## src/rtl/ctrl_seq_pkg.sv

```systemverilog
package ctrl_seq_pkg;
  localparam int CNT_W  = 3;
  localparam int CODE_W = 3;
  localparam int MODE_W = 2;
  localparam int OPC_W  = 4;

  localparam logic [CODE_W-1:0] BUS_MEM = 3'd0;
  localparam logic [CODE_W-1:0] BUS_MAR = 3'd1;
  localparam logic [CODE_W-1:0] BUS_MBR = 3'd3;
  localparam logic [CODE_W-1:0] BUS_AC  = 3'd4;
  localparam logic [CODE_W-1:0] BUS_IR  = 3'd7;

  localparam logic [MODE_W-1:0] ALU_NOP = 2'b00;
  localparam logic [MODE_W-1:0] ALU_ADD = 2'b01;
  localparam logic [MODE_W-1:0] ALU_SUB = 2'b10;
  localparam logic [MODE_W-1:0] ALU_CLR = 2'b11;

  localparam logic [OPC_W-1:0] OPC_ADD = 4'b0011;
  localparam logic [OPC_W-1:0] OPC_SUB = 4'b0100;

  typedef struct packed {
    logic [CODE_W-1:0] readSel;
    logic [CODE_W-1:0] writeSel;
    logic [MODE_W-1:0] aluMode;
    logic              ctrReset;
  } ctrlWord_t;
endpackage

```

## src/rtl/step_timer.sv

```systemverilog
module step_timer #(
  parameter int CNT_W = 3,
  localparam int NSTEP = 1 << CNT_W
) (
  input  logic             clk,
  input  logic             rst,
  input  logic             execStart,
  input  logic             ctrReset,
  output logic [NSTEP-1:0] stepStrobe
);
  logic             active;
  logic [CNT_W-1:0] stepQ;

  always_ff @(posedge clk) begin
    if (rst) begin
      active <= 1'b0;
      stepQ  <= '0;
    end else if (!active) begin
      if (execStart) begin
        active <= 1'b1;
        stepQ  <= '0;
      end
    end else if (ctrReset) begin
      active <= 1'b0;
      stepQ  <= '0;
    end else begin
      stepQ <= stepQ + CNT_W'(1);
    end
  end

  // 3-to-8 style decode of the step count, gated by the run flag
  for (genvar i = 0; i < NSTEP; i++) begin : gDec
    assign stepStrobe[i] = active && (stepQ == CNT_W'(i));
  end

  AST_STROBE_ONEHOT: assert property (@(posedge clk) disable iff (rst)
    $onehot0(stepStrobe));
  AST_START_T0: assert property (@(posedge clk) disable iff (rst)
    (stepStrobe == '0 && execStart) |=> stepStrobe[0]);
  AST_STEP_ADVANCE: assert property (@(posedge clk) disable iff (rst)
    (stepStrobe != '0 && !ctrReset) |=> (stepStrobe == ($past(stepStrobe) << 1)));
  AST_CR_TO_IDLE: assert property (@(posedge clk) disable iff (rst)
    ctrReset |=> (stepStrobe == '0));
  AST_START_IGNORED: assert property (@(posedge clk) disable iff (rst)
    (stepStrobe != '0 && !ctrReset && execStart) |=> !stepStrobe[0]);
endmodule

```

## src/rtl/ctrl_decode.sv

```systemverilog
module ctrl_decode
  import ctrl_seq_pkg::*;
#(
  parameter int NSTEP = 8
) (
  input  logic             clk,
  input  logic             rst,
  input  logic [OPC_W-1:0] opcode,
  input  logic [NSTEP-1:0] stepStrobe,
  output ctrlWord_t        word
);
  logic isAdd, isSub, known, lateStep;

  assign isAdd    = (opcode == OPC_ADD);
  assign isSub    = (opcode == OPC_SUB);
  assign known    = isAdd | isSub;
  assign lateStep = |stepStrobe[NSTEP-1:4];

  always_comb begin
    word = '0;
    if (known) begin
      if (stepStrobe[0]) begin
        word.readSel  = BUS_IR;
        word.writeSel = BUS_MAR;
      end
      if (stepStrobe[1]) begin
        word.readSel  = BUS_MEM;
        word.writeSel = BUS_MBR;
      end
      if (stepStrobe[2]) begin
        word.readSel  = BUS_MBR;
        word.writeSel = BUS_AC;
        word.aluMode  = isAdd ? ALU_ADD : ALU_SUB;
      end
      if (stepStrobe[3] || lateStep) word.ctrReset = 1'b1;
    end else if (stepStrobe != '0) begin
      word.ctrReset = 1'b1;
    end
  end

  AST_IDLE_QUIET: assert property (@(posedge clk) disable iff (rst)
    (stepStrobe == '0) |-> (word == '0));
  AST_ALU_ONLY_T2: assert property (@(posedge clk) disable iff (rst)
    (word.aluMode != ALU_NOP) |-> stepStrobe[2]);
  AST_ALU_NEVER_CLR: assert property (@(posedge clk) disable iff (rst)
    word.aluMode != ALU_CLR);
  AST_UNKNOWN_STOP: assert property (@(posedge clk) disable iff (rst)
    (!known && stepStrobe[0]) |-> (word.ctrReset && word.readSel == '0 && word.writeSel == '0));
endmodule

```

## src/rtl/ctrl_sequencer.sv

```systemverilog
module ctrl_sequencer
  import ctrl_seq_pkg::*;
#(
  parameter int IR_W   = 16,
  parameter int ADDR_W = 12,
  localparam int NSTEP = 1 << CNT_W
) (
  input  logic              clk,
  input  logic              rst,
  input  logic              execStart,
  input  logic [IR_W-1:0]   instrReg,
  output logic [CODE_W-1:0] readSel,
  output logic [CODE_W-1:0] writeSel,
  output logic [MODE_W-1:0] aluMode,
  output logic              ctrReset,
  output logic [NSTEP-1:0]  stepStrobe,
  output logic [ADDR_W-1:0] operandField
);
  ctrlWord_t word;

  step_timer #(.CNT_W(CNT_W)) uTimer (
    .clk(clk), .rst(rst), .execStart(execStart),
    .ctrReset(word.ctrReset), .stepStrobe(stepStrobe)
  );

  ctrl_decode #(.NSTEP(NSTEP)) uDecode (
    .clk(clk), .rst(rst), .opcode(instrReg[IR_W-1 -: OPC_W]),
    .stepStrobe(stepStrobe), .word(word)
  );

  assign readSel      = word.readSel;
  assign writeSel     = word.writeSel;
  assign aluMode      = word.aluMode;
  assign ctrReset     = word.ctrReset;
  assign operandField = instrReg[ADDR_W-1:0];

  AST_RESET_IDLE: assert property (@(posedge clk)
    rst |=> (stepStrobe == '0 && ctrReset == 1'b0));
  AST_MID_RESET: assert property (@(posedge clk)
    (rst && stepStrobe != '0) |=> (readSel == '0 && writeSel == '0));
endmodule

```

## config.mk

```make
export PLATFORM = sky130hd
export DESIGN_NAME = ctrl_sequencer
export DESIGN_NICKNAME = d
export VERILOG_FILES = /design/src/rtl/ctrl_seq_pkg.sv /design/src/rtl/step_timer.sv /design/src/rtl/ctrl_decode.sv /design/src/rtl/ctrl_sequencer.sv
export SDC_FILE = /design/constraint.sdc
export NUM_CORES = 1
export LEC_CHECK = 0
export BUFFER_PORTS_ARGS = -buffer_cell sky130_fd_sc_hd__buf_4
export CAP_MARGIN = 20
export CORE_MARGIN = 2
export CORE_UTILIZATION = 39
export DETAILED_ROUTE_END_ITERATION = 6
export PLACE_DENSITY = 0.79
export SYNTH_ARGS = -nofsm -noshare
export SYNTH_HDL_FRONTEND = slang
export SYNTH_SLANG_ARGS = --single-unit
```

## constraint.sdc

```tcl
create_clock -name clk -period 1.59 [get_ports clk]
set_input_delay 0.2385 -clock clk [delete_from_list [all_inputs] [get_ports clk]]
set_output_delay 0.2385 -clock clk [all_outputs]
set_load 0.03 [all_outputs]
```

==> flow_metrics.tcl <==
set metrics [dict create \
    outcome "complete, but fails checks" \
    failed_checks "setup timing" \
    cts_tree "built" \
    ys_warn_count 0 \
    finalMaxSlewViolations 0 \
    synth_simple_gate_area_share_pct 40.3 \
    total_leakage_power_nw 0.445 \
    ys.flop_type "dfxtp_1" \
    final_core_util_pct 68.3 \
    drt_pass1_iterations 4 \
    layout-drive-gt1-share_pct 73.1 \
    fmax_mhz 596 \
    clk_pin_slew_ns 0.04 \
    antenna_left 0 \
    vdd_ir_drop_max_mv 0.225 \
    vias 636 \
    powerDensity_nw_per_um2 311 \
    worstSetupPathType "flop to output pin" \
    stdcell_area_um2 1030 \
    drc_errors 0 \
    grt_max_degree 8 \
    gr-usage-met1_pct 21.9 \
    worstMarginPinSlew_ns 0.339 \
    die_x_um 43.9 \
    area_growth_pct 65.7 \
    start_kind "flop" \
    portBuffers 23 \
    synth_edf_count 0 \
    cts_made_buffers 3 \
    path_max_fanout 4 \
    rsz0062_at_grt "true" \
    place_hpwl_um 1280 \
    async_reset_ff_share_pct 0 \
    netlist_instances 77 \
    synth-seq-cells 4 \
    start_util_pct 41.2 \
    die-area_um2 1930 \
    drt_iter0_drc 5 \
    num_rows 14 \
    grt_pass1_wl_um 2840 \
    min_path_type "input port to flop" \
    avgSynthCellArea_um2 8.06 \
    synth_xor_area_share_pct 0 \
    grt-ovfl-total 0 \
    synthesis.area_um2 621 \
    cp.required_ns 1.35 \
    fin_ws_ns -0.0892 \
    synth_nets 102 \
    nets 131 \
    diodes 0 \
    slew_headroom_pct 77.2 \
    skew_ns 0.00399 \
    wl_um 1820 \
    fin_crit_sh_pct 106 \
    ioPinCount 48 \
    globalplace.congestion 0.803 \
    met3_usage_pct 2.08 \
    grt_usage_pct 19.8 \
    clock_latency_ns 0.23 \
    busiest_layer "met2" \
    hold_viol_final 0 \
    cts-root-buf "clkbuf_4" \
    synth_area_leader_cell "buf_4" \
    coreArea_um2 1510 \
    via_per_inst 5.30 \
    htree_levels 1 \
    synth-compound-area-share_pct 15.1 \
    grt_pass1_vias 624 \
    antenna_found_initial 0 \
    regArea_um2 91.3 \
    finalSetupViolCount 5 \
    synth_mux_area_share_pct 0 \
    cts_max_path_buffers 2 \
    synth-adder-area-share_pct 12.1 \
    placed_area_um2 803 \
    use_met2_pct 37.6 \
    fillers 111 \
    yosys.cell_types.count 26 \
    multi_input_area_um2 564 \
    postCtsHoldBufs 0 \
    synth_top_area_share_pct 15.7 \
    synth_top_cells_by_area "buf_4, dfxtp_1, ha_1, nor4b_4, nor3_1" \
    fin_crit_ns 1.68 \
    cts.sinks 4 \
    synth_top_family_by_area "simple AND/OR/NAND/NOR gates" \
    maxCapViolCount 0 \
    ys_seq_area_share_pct 12.9 \
    crit_arrival_ns 1.44 \
    fp.dieH_um 43.9 \
    critPathCaptureType "output pin" \
    wl_per_cell_um 15.2 \
]
final cells by class:
class / instances / area share (%)
tap: 16 / 1.95
sequential: 4 / 8.88
multi-input combinational: 54 / 54.9
timing repair buffer: 38 / 30.3
clock buffer: 3 / 2.19
inverter: 5 / 1.82
registers in the layout, summed over array words and instances, names as in the netlist:
signal	cells
uTimer.active	1
uTimer.stepQ	3
worst max-delay path, stage by stage, from the launching register on:
cell,delay (ns)
dfxtp_4,0.36
ha_4,0.18
ha_4,0.17
nor2_4,0.13
nand2_1,0.06
o21a_1,0.17
buf_6,0.13
final timing paths:
path	from	to	slack (ns)	cells past startpoint
worst min register to register	uTimer.stepQ[1]	uTimer.stepQ[1]	0.57	2
worst min-delay path	rst	uTimer.active	0.24	2
worst max-delay path	uTimer.stepQ[1]	ctrReset	-0.09	6
worst max register to register	uTimer.stepQ[1]	uTimer.active	0.09	6
metal layers:
layer | share of wire, % | routed length, µm
met5 | 0 | 0
met4 | 0.44 | 8
met3 | 4.0 | 72
met2 | 58 | 1050
met1 | 38 | 685
Yosys cell counts (all sizes together) (3+ instances only):
cell type,number
nor3,7
dfxtp,4
buf,14
and2,4
o211ai,3
nor2,6
nand2,5
nor4b,3
inv,5
a22oi,3
ha,6
a21oi,4
power breakdown:
| group | total, mW | internal (mW) | switching [mW] |
|---|---|---|---|
| clock | 0.124 | 0.0843 | 0.0395 |
| sequential | 0.100 | 0.0982 | 0.00213 |
| combinational | 0.0958 | 0.0453 | 0.0505 |
| total | 0.320 | 0.228 | 0.0921 |
repair_timing:
item,in CTS,in global routing
pin swaps,2,4
resized for setup,33,8
endpoints found under the setup margin,18,16
setup buffers,0,4
cell usage in the layout, fill, tap and decap left out, drive strengths merged:
cell and instances:
a21oi 4, and3 2, o21a 1, a22oi 3, dfxtp 4, inv 5
nor3 7, nor2 6, o21ai 1, and3b 2, a211oi 1, buf 38
nand3b 1, nor2b 1, nand2 5, ha 6, and2 4, nor4b 3
nor4 2, nor3b 2, o211ai 3, clkbuf 3
cells by family (layout without fill, tap and decap cells):
| logic type | Yosys count | after routing |
|---|---|---|
| fa+ha+maj | 6 | 6 |
| compound gates | 13 | 13 |
| simple gates | 35 | 35 |
| flops | 4 | 4 |
| buf+inv | 19 | 46 |
per-stage QoR:
step	setup TNS (ns)	setup WS, ns	power [mW]	cells	hold slack [ns]
global route	-0.578	-0.124	0.339	120	0.234
floorplan	-0.444	-0.163	0.207	77	0.303
global placement	0	0.0381	0.187	113	0.445
finish	-0.166	-0.0892	0.320	120	0.240
detailed placement	-0.0226	-0.0226	0.189	113	0.447
CTS	-0.246	-0.0754	0.321	116	0.198
Note: power is estimated with default switching activity, not from simulation.
